### src/rtl/lp_pkg.sv
package lp_pkg;

    localparam int WORD_W  = 32;
    localparam int OPC_W   = 6;
    localparam int REG_W   = 5;
    localparam int FUNCT_W = 6;
    localparam int IMM_W   = 16;

    localparam logic [OPC_W-1:0] OPC_REG  = 6'd0;
    localparam logic [OPC_W-1:0] OPC_J    = 6'd2;
    localparam logic [OPC_W-1:0] OPC_JAL  = 6'd3;
    localparam logic [OPC_W-1:0] OPC_LUI  = 6'd15;

    localparam logic [FUNCT_W-1:0] FN_SLL = 6'd0;
    localparam logic [FUNCT_W-1:0] FN_SRL = 6'd2;
    localparam logic [FUNCT_W-1:0] FN_SRA = 6'd3;

    typedef enum logic [1:0] {
        FMT_REG = 2'd0,
        FMT_IMM = 2'd1,
        FMT_RAW = 2'd2
    } fmt_e;

    typedef struct packed {
        logic [WORD_W-1:0] word;
        logic              valid;
        logic              second;
    } issue_t;

    function automatic fmt_e classify(input logic [OPC_W-1:0] op);
        fmt_e f;
        if (op == OPC_REG)
            f = FMT_REG;
        else if (op == OPC_J || op == OPC_JAL || op == OPC_LUI)
            f = FMT_RAW;
        else
            f = FMT_IMM;
        return f;
    endfunction

    function automatic logic is_const_shift(input logic [FUNCT_W-1:0] fn);
        return (fn == FN_SLL) || (fn == FN_SRL) || (fn == FN_SRA);
    endfunction

endpackage

### src/rtl/lp_field_decoder.sv
module lp_field_decoder
    import lp_pkg::*;
#(
    parameter int IDX_W  = 5,
    parameter int SIMM_W = 11
) (
    input  logic [WORD_W-1:0] word,
    output logic [WORD_W-1:0] full,
    output logic [IDX_W-1:0]  idx,
    output fmt_e              fmt
);
    localparam int OP_LO    = WORD_W - OPC_W;
    localparam int A_LO     = OP_LO - REG_W;
    localparam int B_LO     = A_LO - REG_W;
    localparam int RD_LO    = B_LO - REG_W;
    localparam int FN_LO    = IDX_W;
    localparam int IMM_LO   = IDX_W;
    localparam int EXT_W    = IMM_W - SIMM_W;

    logic [OPC_W-1:0]   op;
    logic [REG_W-1:0]   fa;
    logic [REG_W-1:0]   fb;
    logic [REG_W-1:0]   frd;
    logic [FUNCT_W-1:0] fn;
    logic [SIMM_W-1:0]  simm;
    logic [IMM_W-1:0]   imm_full;
    logic [REG_W-1:0]   rs_o;
    logic [REG_W-1:0]   sh_o;

    assign op   = word[WORD_W-1:OP_LO];
    assign fa   = word[OP_LO-1:A_LO];
    assign fb   = word[A_LO-1:B_LO];
    assign frd  = word[B_LO-1:RD_LO];
    assign fn   = word[FN_LO+FUNCT_W-1:FN_LO];
    assign simm = word[IMM_LO+SIMM_W-1:IMM_LO];
    assign fmt  = classify(op);

    assign imm_full = {{EXT_W{simm[SIMM_W-1]}}, simm};

    always_comb begin
        if (is_const_shift(fn)) begin
            rs_o = '0;
            sh_o = fa;
        end else begin
            rs_o = fa;
            sh_o = '0;
        end
    end

    always_comb begin
        case (fmt)
            FMT_REG: begin
                full = {op, rs_o, fb, frd, sh_o, fn};
                idx  = word[IDX_W-1:0];
            end
            FMT_IMM: begin
                full = {op, fa, fb, imm_full};
                idx  = word[IDX_W-1:0];
            end
            default: begin
                full = word;
                idx  = '0;
            end
        endcase
    end

endmodule

### src/rtl/lp_issue_ctrl.sv
module lp_issue_ctrl
    import lp_pkg::*;
#(
    parameter int IDX_W = 5
) (
    input  logic              clk,
    input  logic              rst,
    input  logic              in_valid,
    input  logic              taken,
    input  logic [WORD_W-1:0] full,
    input  logic [IDX_W-1:0]  idx,
    input  logic [WORD_W-1:0] irf_rd_data,
    output logic [IDX_W-1:0]  irf_rd_idx,
    output logic              stall,
    output issue_t            issue
);
    logic [IDX_W-1:0] pend_q;
    logic             accept;

    assign stall      = (pend_q != '0);
    assign irf_rd_idx = pend_q;
    assign accept     = in_valid && !stall;

    always_ff @(posedge clk) begin
        if (rst) begin
            pend_q <= '0;
            issue  <= '0;
        end else if (stall) begin
            issue.valid  <= 1'b1;
            issue.second <= 1'b1;
            issue.word   <= irf_rd_data;
            pend_q       <= '0;
        end else begin
            issue.valid  <= accept;
            issue.second <= 1'b0;
            issue.word   <= accept ? full : '0;
            pend_q       <= (accept && !taken) ? idx : '0;
        end
    end

endmodule

### src/rtl/lp_expander.sv
module lp_expander
    import lp_pkg::*;
#(
    parameter int IDX_W  = 5,
    parameter int SIMM_W = 11
) (
    input  logic              clk,
    input  logic              rst,
    input  logic              in_valid,
    input  logic [WORD_W-1:0] in_word,
    input  logic              taken,
    input  logic [WORD_W-1:0] irf_rd_data,
    output logic [IDX_W-1:0]  irf_rd_idx,
    output logic              fetch_stall,
    output logic              out_valid,
    output logic [WORD_W-1:0] out_word,
    output logic              out_second
);
    logic [WORD_W-1:0] dec_full;
    logic [IDX_W-1:0]  dec_idx;
    fmt_e              dec_fmt;
    issue_t            issue;

    lp_field_decoder #(.IDX_W(IDX_W), .SIMM_W(SIMM_W)) u_dec (
        .word (in_word),
        .full (dec_full),
        .idx  (dec_idx),
        .fmt  (dec_fmt)
    );

    lp_issue_ctrl #(.IDX_W(IDX_W)) u_ctrl (
        .clk         (clk),
        .rst         (rst),
        .in_valid    (in_valid),
        .taken       (taken),
        .full        (dec_full),
        .idx         (dec_idx),
        .irf_rd_data (irf_rd_data),
        .irf_rd_idx  (irf_rd_idx),
        .stall       (fetch_stall),
        .issue       (issue)
    );

    assign out_valid  = issue.valid;
    assign out_word   = issue.word;
    assign out_second = issue.second;

endmodule

### config.mk
export PLATFORM = sky130hd
export DESIGN_NAME = lp_expander
export DESIGN_NICKNAME = d
export VERILOG_FILES = /design/src/rtl/lp_pkg.sv /design/src/rtl/lp_field_decoder.sv /design/src/rtl/lp_issue_ctrl.sv /design/src/rtl/lp_expander.sv
export SDC_FILE = /design/constraint.sdc
export NUM_CORES = 1
export LEC_CHECK = 0
export BUFFER_PORTS_ARGS = -buffer_cell sky130_fd_sc_hd__buf_2
export CAP_MARGIN = 40
export CORE_UTILIZATION = 42
export DETAILED_ROUTE_END_ITERATION = 7
export GPL_ROUTABILITY_DRIVEN = 0
export GPL_TIMING_DRIVEN = 1
export PLACE_DENSITY = 0.95
export SLEW_MARGIN = 40
export SYNTH_ARGS = -nofsm -noshare
export SYNTH_HDL_FRONTEND = slang
export SYNTH_SLANG_ARGS = --single-unit
### constraint.sdc
create_clock -name clk -period 3.8 [get_ports clk]
set_input_delay 0.76 -clock clk [delete_from_list [all_inputs] [get_ports clk]]
set_output_delay 0.76 -clock clk [all_outputs]
set_load 0.05 [all_outputs]
Word-level counts from Yosys, hierarchy flattened
Index checks and enable logic that the tools add are counted.

$add $sub $neg: 0. Multipliers: 0. Divide/modulo/power cells: 0. Order comparisons: 0. Equality and inequality tests: 6. Shifts and indexed selects: 0. Muxes and demuxes: 7. Bitwise operators: 2. Reduce and logical (&&, ||, !) cells: 14.

Operators by type and width (count): $pmux 26 s2 (1); $mux 34 (1); $mux 32 (1); $eq 6x2->1 const B (4); $logic_not 6->1 (2); $mux 5 (2); $eq 6x4->1 const B (1); $reduce_bool 5->1 (1); $logic_or 1x1->1 (4); $mux 2 (2); $reduce_or 4->1 (1); $eq 2x1->1 const B (1); $logic_and 1x1->1 (2); $logic_not 1->1 (2); $logic_not 2->1 (1); $not 1->1 (2); $reduce_or 2->1 (1).

Register bits after elaboration: 39. Bits in latches: 0. RAM bits: 0. Bits in read-only memories: 0. Input bits: 68. Output and inout port bits: 40. Logic and storage cells: 33. Memories: 0.

Longest topological paths before layout
Depth after elaboration: 9. Depth in mapped cells: 6. Mapped depth without buffers: 4.

Cells and area by module
From an unflattened synthesis, not the netlist that was laid out.

Cell total of the unflattened synthesis: 266. Area total of the unflattened synthesis: 2119.5 µm².

Modules (own cells, without submodules): lp_issue_ctrl (instances 1, cells an instance 201, area each 1602.8 µm²); lp_field_decoder (instances 1, cells an instance 65, area each 516.7 µm²).

Least setup slack after synthesis
OpenSTA, ideal clock, no wires.

Kind: register to output. Start: register u_ctrl.pend_q[0] (netlist: u_ctrl.irf_rd_idx[0]). End: output fetch_stall. Arrival time: 1486 ps. Path slack: 1554 ps. Cell stages (with the launch flop): 3. Path buffers: 0. Path through: dfxtp_1 -> or4_4 -> or2_2.

Cells in the longest elaborated chain, start to end: 1.

Ends and longest elaborated chain: start, declared (RTL line lp_issue_ctrl.sv:17) `logic [IDX_W-1:0] pend_q;`; start signal, assigned (RTL line lp_issue_ctrl.sv:37) `pend_q <= (accept && !taken) ? idx : '0;`; $reduce_bool 5->1 (RTL line lp_issue_ctrl.sv:20) `assign stall = (pend_q != '0);`; end, declared (RTL line lp_expander.sv:14) `output logic fetch_stall,`.

Every way passes these cells.

Final worst setup path
Same ends and word-level chain as after synthesis.

==> key figures <==
Logic synthesis
  • Share of synthesized registers carrying an async set or reset: 0%
  • Part of the Yosys area used for sequential elements: 54.2%
  • EDFF count, synth: 0
  • Synth Warn #: 0
  • Post-synthesis instance total: 141
  • Main synth FF type: sky130_fd_sc_hd__dfxtp_1
  • Summed instance area of the synthesized netlist: 0.00144 mm²
  • Mapped Nets: 209
  • Most instantiated library cell after synthesis: sky130_fd_sc_hd__dfxtp_1
  • Post-synthesis average cell area: 10.2 µm²
  • Cell type contributing the most total cell area after synthesis: sky130_fd_sc_hd__dfxtp_1
  • Netlist cell types: 28
  • Ranking of synthesized cells by area: sky130_fd_sc_hd__dfxtp_1, sky130_fd_sc_hd__a22o_1, sky130_fd_sc_hd__o21ai_0, sky130_fd_sc_hd__nand2_1, sky130_fd_sc_hd__mux2i_1
  • Register bit total from synthesis: 39
  • Share of the synthesized area in the top cell type: 54.2%
  • Leading cell types by count after synthesis: sky130_fd_sc_hd__dfxtp_1, sky130_fd_sc_hd__nand2_1, sky130_fd_sc_hd__a22o_1

Clock network
  • Clock tree from TritonCTS: yes
  • Level count of the clock H-tree: 2
  • Post-cts repair resize count: 0
  • Number of post-CTS setup repair buffers: 0
  • Clk root buf: sky130_fd_sc_hd__clkbuf_4
  • Clock transition at the register clock pins on the worst setup and hold paths after CTS: 0.11 ns
  • Inserted Clock Buffers: 5
  • Quantity of hold-fixing buffers added after cts: 0
  • Clock latency of the later-clocked register in the worst-skew pair: 0.33 ns
  • Clock sink count: 39
  • CTS max path bufs: 2

Timing
  • Number of hold violations in the final report: 0
  • Count of pins over their slew limit: 0
  • FMAX: 0.399 GHz
  • Post-route fraction of the period consumed by the critical path: 66.0%
  • Post-Route Setup TNS: 0 ns
  • Final setup vio count: 0
  • Shortest clock period the worst path allows after layout: 2.51 ns
  • RSZ-0062 raised after global routing: no
  • Slew margin rel.: 55.5%
  • Transition time at the pin with the least slew margin: 0.667 ns
  • Post-route clock skew: 0.0138 ns

Detailed routing
  • Via Count: 1473
  • Average detailed-routed wire length per instance: 13.2 µm
  • DR iter-0 viols: 69
  • Final WL: 3870 µm
  • Post-detailed-route DRC marker count: 0
  • Drt pass-1 iters: 5
  • DRT antenna net count: 0
  • Vias per inst: 5.03

Floorplan
  • Total Die Area: 0.00367 mm²
  • Core ar.: 0.00315 mm²
  • Number of placement rows: 20
  • Initial core utilization: 45.7%
  • X dimension of the die: 60.6 µm
  • Die height: 60.6 µm
  • IO Pins: 108

Worst hold path
  • Hold Crit Class: in -> reg

Layout
  • Area growth syn-to-layout: 43.9%
  • Fraction of layout instances using a drive strength above 1: 48.6%
  • Final design utilization: 65.7%
  • Nets: 316
  • FILL cells: 289
  • Antenna Cells: 0

Pwr
  • Clk pwr share: 25.0%
  • P_int: 0.621 mW
  • Static power due to leakage: 1.05 nW
  • Switching Share: 32.8%
  • Logic pwr share: 26.6%
  • VDD IR-drop max: 311 µV
  • Sequential cell fraction of total power: 48.3%
  • Sw power: 0.303 mW
  • Ratio of total power to cell area: 446 mW/mm²

Global routing
  • Number of global-route vias before repair: 1357
  • GR Overflow Total: 0
  • First-pass GRT wire length: 5800 µm
  • Initial antenna violation count: 0
  • Largest net degree at the start of global routing: 34
  • GRT Overall Usage: 21.9%

Outcome
  • Status: completed

Critical path
  • Critical path launch point type: register
  • Category of the worst setup path capture point: output pin
  • Data required, critical path: 3.04 ns
  • CP arrival: 1.75 ns
  • Worst Setup Path Type: reg -> out
  • Crit-path max FO: 4

Job
  • Max-capacitance violation count: 0

Place
  • Buffers added on ports: 107
  • HPWL reported at the end of detailed placement: 3040 µm
[worst max-delay path, cell delays in order (launching register included)]
cell	delay, ns
sky130_fd_sc_hd__dfxtp_1	0.34
sky130_fd_sc_hd__or4_4	0.56
sky130_fd_sc_hd__or2_2	0.30
sky130_fd_sc_hd__buf_2	0.21
[power by group through the flow]
stage / sequential [mW] / combinational, mW / clock, mW
floorplan: 0.566 / 0.0569 / 0
CTS: 0.447 / 0.247 / 0.239
global placement: 0.455 / 0.244 / 0
finish: 0.446 / 0.246 / 0.231
global route: 0.450 / 0.262 / 0.259
detailed placement: 0.456 / 0.247 / 0
[cell families after synthesis]
| logic type | synth area share (%) |
|---|---|
| compound gates | 24.1 |
| buf+inv | 2.69 |
| flops | 54.2 |
| mux | 4.17 |
| simple gates | 14.9 |
[state kept, by name, indices dropped and copies added (netlist names)]
name               count
u_ctrl.issue          34
u_ctrl.irf_rd_idx      5
[layout by cell type, fill, tap and decap left out, drive strengths merged]
cell type,n
o2111a,1
nor3,2
a221oi,5
or3,1
o21ai,16
or2,1
nand2b,1
o211a,1
and3,1
mux2i,6
inv,1
and2,5
clkbuf,8
buf,108
nor2,5
a22o,17
or4,1
nor4,2
a21oi,1
nand2,20
nand4,1
o211ai,5
o21ba,1
dfxtp,39
[area by class of cell]
| type | instances | area [µm²] | share of cell area, % |
|---|---|---|---|
| inverter | 1 | 3.75 | 0.181 |
| clock buffer | 8 | 68.8 | 3.32 |
| tap | 44 | 55.1 | 2.66 |
| sequential | 39 | 781 | 37.7 |
| timing repair buffer | 108 | 543 | 26.2 |
| multi-input combinational | 93 | 621 | 30.0 |
[path summary, 6_finish.rpt]
check	from	to	slack (ns)	cells past startpoint
worst min-delay path	irf_rd_data[4]	u_ctrl.issue[6]	0.61	3
worst min register to register	u_ctrl.irf_rd_idx[1]	u_ctrl.issue[1]	0.69	3
worst max register to register	u_ctrl.irf_rd_idx[0]	u_ctrl.irf_rd_idx[0]	1.90	4
worst max-delay path	u_ctrl.irf_rd_idx[0]	fetch_stall	1.29	3
[per-layer routing]
metal | GRT usage (%) | wire, µm | up-vias
met5 | 0 | 0 | -
met4 | 5.84 | 12 | 0
met3 | 8.74 | 276 | 2
met2 | 39.6 | 1910 | 73
met1 | 23.8 | 1680 | 668
li1 | - | - | 730
[through the flow]
| step | area (µm²) | power (mW) | setup WS, ns | hold slack, ns | cells |
|---|---|---|---|---|---|
| finish | 2070 | 0.924 | 1.29 | 0.610 | 293 |
| global route | 2070 | 0.971 | 1.23 | 0.575 | 293 |
| CTS | 2070 | 0.933 | 1.28 | 0.583 | 293 |
| detailed placement | 2000 | 0.703 | 1.60 | 0.654 | 285 |
| global placement | 2000 | 0.699 | 1.63 | 0.634 | 285 |
| floorplan | 1440 | 0.623 | 1.55 | 0.832 | 141 |
(Power assumes the default switching activity.)
